==> src/rtl/approx_mac_pkg.sv <==
package approx_mac_pkg;

  typedef enum logic [1:0] {
    SEED_CHAIN  = 2'b00,
    SEED_FRESH  = 2'b01,
    SEED_CONST  = 2'b10,
    SEED_STORED = 2'b11
  } seedSel_e;

  // Strobes from the control to the datapath
  typedef struct packed {
    logic     tapIn;      // operand sampling enable (current cycle)
    logic     tapValid;   // registered product is a valid tap
    logic     tapFirst;   // registered product opens a window
    logic     tapLast;    // registered product closes a window
    seedSel_e seedSel;    // seed source for the opening tap
    logic     seedZero;   // constant choice for SEED_CONST
    logic     opCapture;  // subtractor operands load this edge
    logic     corrClear;  // correction register clears this edge
    logic     corrLoad;   // correction register loads this edge
  } macStrobe_t;

endpackage

==> src/rtl/approx_mac_mult.sv <==
module approx_mac_mult #(
  parameter int A_W     = 8,
  parameter int B_W     = 9,
  parameter int TRUNC_W = 5
) (
  input  logic [A_W-1:0]     a,
  input  logic [B_W-1:0]     b,
  input  logic [TRUNC_W-1:0] truncCols,
  output logic [A_W+B_W-1:0] prod
);
  localparam int P_W = A_W + B_W;

  logic [P_W-1:0] keepMask;
  logic [P_W-1:0] rows [A_W];

  // Shifting past the width leaves zero, so the mask clears every column
  assign keepMask = ~((P_W'(1) << truncCols) - P_W'(1));

  for (genvar i = 0; i < A_W; i++) begin : g_row
    logic [P_W-1:0] rowRaw;
    assign rowRaw  = a[i] ? (P_W'(b) << i) : '0;
    assign rows[i] = rowRaw & keepMask;
  end

  always_comb begin
    prod = '0;
    for (int i = 0; i < A_W; i++) prod = prod + rows[i];
  end

endmodule

==> src/rtl/approx_mac_ctrl.sv <==
module approx_mac_ctrl import approx_mac_pkg::*; #(
  parameter int TAPS = 49
) (
  input  logic       clk,
  input  logic       rst,
  input  logic       inValid,
  input  logic [1:0] seedSel,
  input  logic       seedZero,
  input  logic       updHold,
  input  logic       corrKeep,
  input  logic       corrLoad,
  output macStrobe_t strb
);
  localparam int CNT_W = (TAPS > 1) ? $clog2(TAPS) : 1;

  logic [CNT_W-1:0] tapCnt;
  logic             atFirst, atLast;
  logic             validQ, firstQ, lastQ, zeroQ;
  seedSel_e         selQ;

  assign atFirst = (tapCnt == '0);
  assign atLast  = (tapCnt == CNT_W'(TAPS - 1));

  always_ff @(posedge clk) begin
    if (rst) begin
      tapCnt <= '0;
      validQ <= 1'b0;
      firstQ <= 1'b0;
      lastQ  <= 1'b0;
      selQ   <= SEED_CHAIN;
      zeroQ  <= 1'b0;
    end else begin
      validQ <= inValid;
      firstQ <= inValid && atFirst;
      lastQ  <= inValid && atLast;
      if (inValid) begin
        tapCnt <= atLast ? '0 : tapCnt + CNT_W'(1);
        if (atFirst) begin
          selQ  <= seedSel_e'(seedSel);
          zeroQ <= seedZero;
        end
      end
    end
  end

  always_comb begin
    strb.tapIn     = inValid;
    strb.tapValid  = validQ;
    strb.tapFirst  = firstQ;
    strb.tapLast   = lastQ;
    strb.seedSel   = selQ;
    strb.seedZero  = zeroQ;
    strb.opCapture = !updHold;
    strb.corrClear = !corrKeep;
    strb.corrLoad  = corrLoad;
  end

endmodule

==> src/rtl/approx_mac_dp.sv <==
module approx_mac_dp import approx_mac_pkg::*; #(
  parameter int A_W     = 8,
  parameter int B_W     = 9,
  parameter int TRUNC_W = 5,
  parameter int ACC_W   = 20,
  parameter int CORR_W  = 20,
  parameter int PIX_W   = 8
) (
  input  logic               clk,
  input  logic               rst,
  input  macStrobe_t         strb,
  input  logic [A_W-1:0]     pixel,
  input  logic [B_W-1:0]     coef,
  input  logic [TRUNC_W-1:0] truncCols,
  input  logic [ACC_W-1:0]   staticCorr,
  output logic               outValid,
  output logic [PIX_W-1:0]   pixOut,
  output logic [ACC_W-1:0]   winSum
);
  localparam int P_W   = A_W + B_W;
  localparam int SHIFT = ACC_W - PIX_W;

  logic [P_W-1:0]           prodComb, prodReg;
  logic [ACC_W-1:0]         acc, seedVal, feedVal;
  logic signed [CORR_W-1:0] corrReg, opCorr, freshCorr;
  logic [ACC_W-1:0]         opAcc, corrExt, opCorrExt, freshExt;

  approx_mac_mult #(.A_W(A_W), .B_W(B_W), .TRUNC_W(TRUNC_W)) u_mult (
    .a(pixel), .b(coef), .truncCols(truncCols), .prod(prodComb)
  );

  // Stage 1: product register
  always_ff @(posedge clk) begin
    if (rst)             prodReg <= '0;
    else if (strb.tapIn) prodReg <= prodComb;
  end

  // Correction values are signed and widened to the accumulator
  assign corrExt   = ACC_W'(corrReg);
  assign opCorrExt = ACC_W'(opCorr);
  assign freshCorr = CORR_W'(opAcc - opCorrExt);
  assign freshExt  = ACC_W'(freshCorr);

  always_comb begin
    unique case (strb.seedSel)
      SEED_CHAIN:  seedVal = acc;
      SEED_FRESH:  seedVal = freshExt;
      SEED_CONST:  seedVal = strb.seedZero ? '0 : staticCorr;
      SEED_STORED: seedVal = corrExt;
      default:     seedVal = acc;
    endcase
    feedVal = strb.tapFirst ? seedVal : acc;
  end

  // Stage 2: accumulator with seeded feedback
  always_ff @(posedge clk) begin
    if (rst) begin
      acc      <= '0;
      outValid <= 1'b0;
    end else begin
      outValid <= strb.tapValid && strb.tapLast;
      if (strb.tapValid) acc <= feedVal + ACC_W'(prodReg);
    end
  end

  // Update subtractor operands, frozen while the hold is asserted
  always_ff @(posedge clk) begin
    if (rst) begin
      opAcc  <= '0;
      opCorr <= '0;
    end else if (strb.opCapture) begin
      opAcc  <= acc;
      opCorr <= corrReg;
    end
  end

  always_ff @(posedge clk) begin
    if (rst || strb.corrClear) corrReg <= '0;
    else if (strb.corrLoad)    corrReg <= freshCorr;
  end

  assign winSum = acc;
  assign pixOut = acc[SHIFT +: PIX_W];

endmodule

==> src/rtl/approx_mac.sv <==
module approx_mac import approx_mac_pkg::*; #(
  parameter int A_W     = 8,
  parameter int B_W     = 9,
  parameter int TRUNC_W = 5,
  parameter int ACC_W   = 20,
  parameter int CORR_W  = 20,
  parameter int PIX_W   = 8,
  parameter int KSIZE   = 7
) (
  input  logic               clk,
  input  logic               rst,
  input  logic               inValid,
  input  logic [A_W-1:0]     pixel,
  input  logic [B_W-1:0]     coef,
  input  logic [TRUNC_W-1:0] truncCols,
  input  logic [1:0]         seedSel,
  input  logic               seedZero,
  input  logic [ACC_W-1:0]   staticCorr,
  input  logic               updHold,
  input  logic               corrKeep,
  input  logic               corrLoad,
  output logic               outValid,
  output logic [PIX_W-1:0]   pixOut,
  output logic [ACC_W-1:0]   winSum
);
  localparam int TAPS = KSIZE * KSIZE;

  macStrobe_t strb;

  approx_mac_ctrl #(.TAPS(TAPS)) u_ctrl (
    .clk(clk), .rst(rst), .inValid(inValid), .seedSel(seedSel),
    .seedZero(seedZero), .updHold(updHold), .corrKeep(corrKeep),
    .corrLoad(corrLoad), .strb(strb)
  );

  approx_mac_dp #(
    .A_W(A_W), .B_W(B_W), .TRUNC_W(TRUNC_W), .ACC_W(ACC_W),
    .CORR_W(CORR_W), .PIX_W(PIX_W)
  ) u_dp (
    .clk(clk), .rst(rst), .strb(strb), .pixel(pixel), .coef(coef),
    .truncCols(truncCols), .staticCorr(staticCorr), .outValid(outValid),
    .pixOut(pixOut), .winSum(winSum)
  );

endmodule

==> config.mk <==
export PLATFORM = sky130hd
export DESIGN_NAME = approx_mac
export DESIGN_NICKNAME = d
export VERILOG_FILES = /design/src/rtl/approx_mac_pkg.sv /design/src/rtl/approx_mac_mult.sv /design/src/rtl/approx_mac_ctrl.sv /design/src/rtl/approx_mac_dp.sv /design/src/rtl/approx_mac.sv
export SDC_FILE = /design/constraint.sdc
export NUM_CORES = 1
export LEC_CHECK = 0
export BUFFER_PORTS_ARGS = -buffer_cell sky130_fd_sc_hd__buf_2
export CORE_ASPECT_RATIO = 1.2
export CORE_MARGIN = 10
export CORE_UTILIZATION = 25
export DETAILED_ROUTE_END_ITERATION = 10
export GPL_TIMING_DRIVEN = 1
export SETUP_SLACK_MARGIN = 0.5
export SYNTH_ARGS = -nofsm -noshare
export SYNTH_HDL_FRONTEND = slang
export SYNTH_SLANG_ARGS = --single-unit
==> constraint.sdc <==
create_clock -name clk -period 8.5 [get_ports clk]
set_input_delay 0.425 -clock clk [delete_from_list [all_inputs] [get_ports clk]]
set_output_delay 0.425 -clock clk [all_outputs]
set_load 0.01 [all_outputs]
==> summary.txt <==
Logic synthesis
  • Synth cell types: 65
  • Post-synth EDFFs: 0
  • Biggest area consumer among synthesized cells: dfxtp_1
  • Post-Syn Area per Cell: 8.244 sq um
  • Ys flop type: dfxtp_1
  • Syn. warnings: 0
  • Seq/Total Area, Yosys: 0.2469
  • Post-synth ARST share: 0
  • Cell area after synthesis: 8920 sq um
  • Most common cell in the synthesized netlist: nor2_1
  • Synth area leaders: dfxtp_1 (25%), fa_1 (10%), ha_1 (10%)
  • Seq cells post-synth: 110
  • Synthesized instance count: 1082
  • Mapped Nets: 1250
  • Most common library cells after synthesis: nor2_1 (158), dfxtp_1 (110), mux2i_1 (77), a21oi_1 (72), inv_1 (72)
  • Synth top area share: 0.2469

Worst setup path
  • Cell count of the worst reg-to-reg path: 20
  • Required @ worst endpoint: 8740 ps
  • Crit path top cell by count: fa_1
  • Worst Path Arrival: 7150 ps
  • Reg2reg start: u_dp.opAcc[0]$_SDFFE_PP0N_
  • Crit Path Max Fanout: 15
  • R2R Path End: u_dp.winSum[19]$_SDFFE_PP0P_
  • CP Capture Point: u_dp.prodReg[15]$_SDFFE_PP0P_
  • Max stage delay cell, worst path: nor3_1
  • CP Launch Type: primary input
  • Crit-path leading delay family: adder cells
  • Crit path from: truncCols[2]
  • Levels on crit path: 26
  • CP endpoint kind: register
  • Reg2Reg Setup Slack: 3730 ps
  • Crit-path max cell delay: 630 ps
  • Worst path bufs/invs: 4
  • Crit path kind: primary input to register

STA
  • Worst hold slack: 310.5 ps
  • Setup ws final: 1583 ps
  • Setup Total Neg Slack: 0 ps
  • Maximum clock frequency: 144.6 MHz
  • Skew final: 8.990 ps
  • Slew headroom: 0.3710
  • Worst-Margin Slew: 943.5 ps
  • RSZ-0062 raised after global routing: no
  • Final hold vios: 0
  • Final min period: 6917 ps
  • Fin crit share: 0.8138
  • Slew Limit Fails: 0
  • Final setup vio count: 0

Global routing
  • Vias in the first global route: 7684
  • Gr usage total: 0.1109
  • Total grt overflow: 0
  • First-pass GRT wire length: 39.54 mm
  • Largest net degree at the start of global routing: 86
  • Initial antenna violation count: 1

Pwr
  • Switch Pwr: 0.0004662 W
  • Internal power: 0.0009662 W
  • Lkg Pwr: 4.796 nW
  • Sequential share of power: 0.392
  • Overall power: 0.001432 W
  • Power share of the clock group: 0.322
  • Pwr Density: 142.9 nW/um^2
  • Max VDD drop: 0.09446 mV
  • Combinational power share: 0.286
  • Sw frac: 0.3254

Clocking
  • Post-CTS sizing: 0
  • Sink Count: 110
  • Worst skew pair latency: 350 ps
  • CTS tree: yes
  • Num CTS Buffers: 9
  • CTS clock-pin slew for the worst setup and hold paths: 80 ps
  • Clock tree buffer depth: 2
  • CTS root buffer: clkbuf_16
  • Postcts setup bufs: 0
  • Cts hold-fix bufs: 0
  • CTS H-Tree Depth: 3

Final layout
  • Fillers: 3819
  • NumNets Final: 1291
  • Synth-to-Final Area Change: 12.34%
  • Share of post-route cells with drive strength above 1: 0.1037
  • Post-route non-filler standard cell count: 1591

Placed design
  • Placer Congestion: 0.8895
  • HPWL after detailed placement: 18.44 mm
  • Cell count after placement: 1574
  • I/O Buffers: 79
  • Worst slack at placement: 1211 ps

Die
  • Die Y: 226.9 microns
  • Die ar.: 43670 sq um
  • Initial Util: 0.2542
  • CORE AREA: 35100 sq um
  • Row count: 75
  • Die width: 192.4 microns
  • Ports: 80

Routing
  • Vias/cell: 4.837
  • First-pass DRT Iterations: 5
  • 1st-iter DRT viols: 442
  • Routed WL: 24.31 mm
  • Via Count: 7695
  • Final ANT Viol Nets: 0
  • DR DRC count: 0
  • WL/cell: 15.28 microns

Hold path
  • Hold Path Class: primary input to register
  • Hold path depth: 3

Flow run
  • Max-cap violations: 0

Status
  • Outcome: complete, no violations
[worst min path at each step]
stage / start / to
floorplan: u_dp.prodReg[13]$_SDFFE_PP0P_ / u_dp.prodReg[13]$_SDFFE_PP0P_
global placement: u_dp.prodReg[9]$_SDFFE_PP0P_ / u_dp.prodReg[9]$_SDFFE_PP0P_
detailed placement: u_dp.prodReg[9]$_SDFFE_PP0P_ / u_dp.prodReg[9]$_SDFFE_PP0P_
CTS: seedSel[0] / u_ctrl.selQ[0]$_SDFFE_PP0P_
global route: seedZero / u_ctrl.zeroQ$_SDFFE_PP0P_
finish: seedZero / u_ctrl.zeroQ$_SDFFE_PP0P_
[kinds of logic after synthesis]
kind of cell / after synthesis / share of synthesized area
buffers and inverters: 130 / 0.05849
AO/OA/AOI/OAI: 223 / 0.1637
flip-flops: 110 / 0.2469
XOR/XNOR: 38 / 0.03731
AND/OR/NAND/NOR: 386 / 0.2031
adder cells (fa/ha/maj): 117 / 0.2028
multiplexers: 78 / 0.08767
[through the flow]
step,area [sq um],util
floorplan,8920,-
global placement,9698,0.2763
detailed placement,9698,0.2763
CTS,10020,0.2855
global route,10020,0.2855
finish,10020,0.2855
[cells in the final DEF, fill, tap and decap left out, types with 4 or more instances in the layout]
master       n
a21boi_0     5
inv_1       72
nor3_1      20
buf_4        6
dfxtp_1    110
and3_1      62
nand2b_1     7
a21oi_1     72
nand3b_1     5
a31oi_1     21
fa_1        46
xor2_1      10
buf_2       79
xnor2_1     28
o21a_1      14
nand4_1      6
nor2_1     158
ha_1        71
a21o_1      31
clkbuf_16    9
o21bai_1     6
nor2b_1     11
o21ai_0     25
o211ai_1     4
nand3_1     26
a211oi_1    13
nand2_1     70
mux2i_1     77
[power by group through the flow]
stage | registers [W] | clock network (W) | logic (W)
after CTS | 0.000562 | 0.000470 | 0.000410
after detailed placement | 0.000574 | 0 | 0.000406
final | 0.000562 | 0.000462 | 0.000409
after global placement | 0.000573 | 0 | 0.000402
after global routing | 0.000565 | 0.000488 | 0.000463
after floorplan | 0.000565 | 0 | 0.000309
[worst register-to-register path, stage by stage (launching register included)]
cell,delay [ps]
dfxtp_1,320
inv_1,50
ha_1,150
inv_1,50
fa_1,400
a21o_1,240
a221oi_1,440
o21bai_1,120
a21oi_1,240
xnor2_1,180
nand2_1,80
a31oi_1,350
ha_1,310
nand3_1,120
a211oi_2,240
nor2_1,130
a311o_1,380
o21ai_2,230
o211ai_2,140
nor3b_1,170
a2111oi_2,320
[final cells by class]
type                    instances  area, sq um  area share
inverters                      75        281.5     0.02809
well taps                     462        578.1     0.05768
diodes                          1        2.502   0.0002497
clock buffers                   9        225.2     0.02247
flip-flops and latches        110         2202      0.2198
clock inverters                 7        95.09    0.009489
repair buffers                 85        440.4     0.04395
multi-input cells             842         6196      0.6183
[sequential cells by signal, summed over array words and instances, names as in the netlist]
signal,count
u_dp.opAcc,20
u_dp.corrExt,20
u_dp.outValid,1
u_dp.prodReg,17
u_dp.opCorr,20
u_ctrl.selQ,2
u_ctrl.tapCnt,6
u_ctrl.zeroQ,1
u_ctrl.validQ,1
u_dp.winSum,20
u_ctrl.firstQ,1
u_ctrl.lastQ,1
[routing by layer]
layer  vias up  GRT usage  share of wire  routed length [microns]
met5         -          0              0                        0
met4         0    0.03080          0.017                      418
met3        26    0.01721          0.040                      975
met2       150     0.1853           0.46                    11280
met1      3676     0.1444           0.48                    11630
li1       3843          -              -                        -
Power figures use the tool's default switching activity.
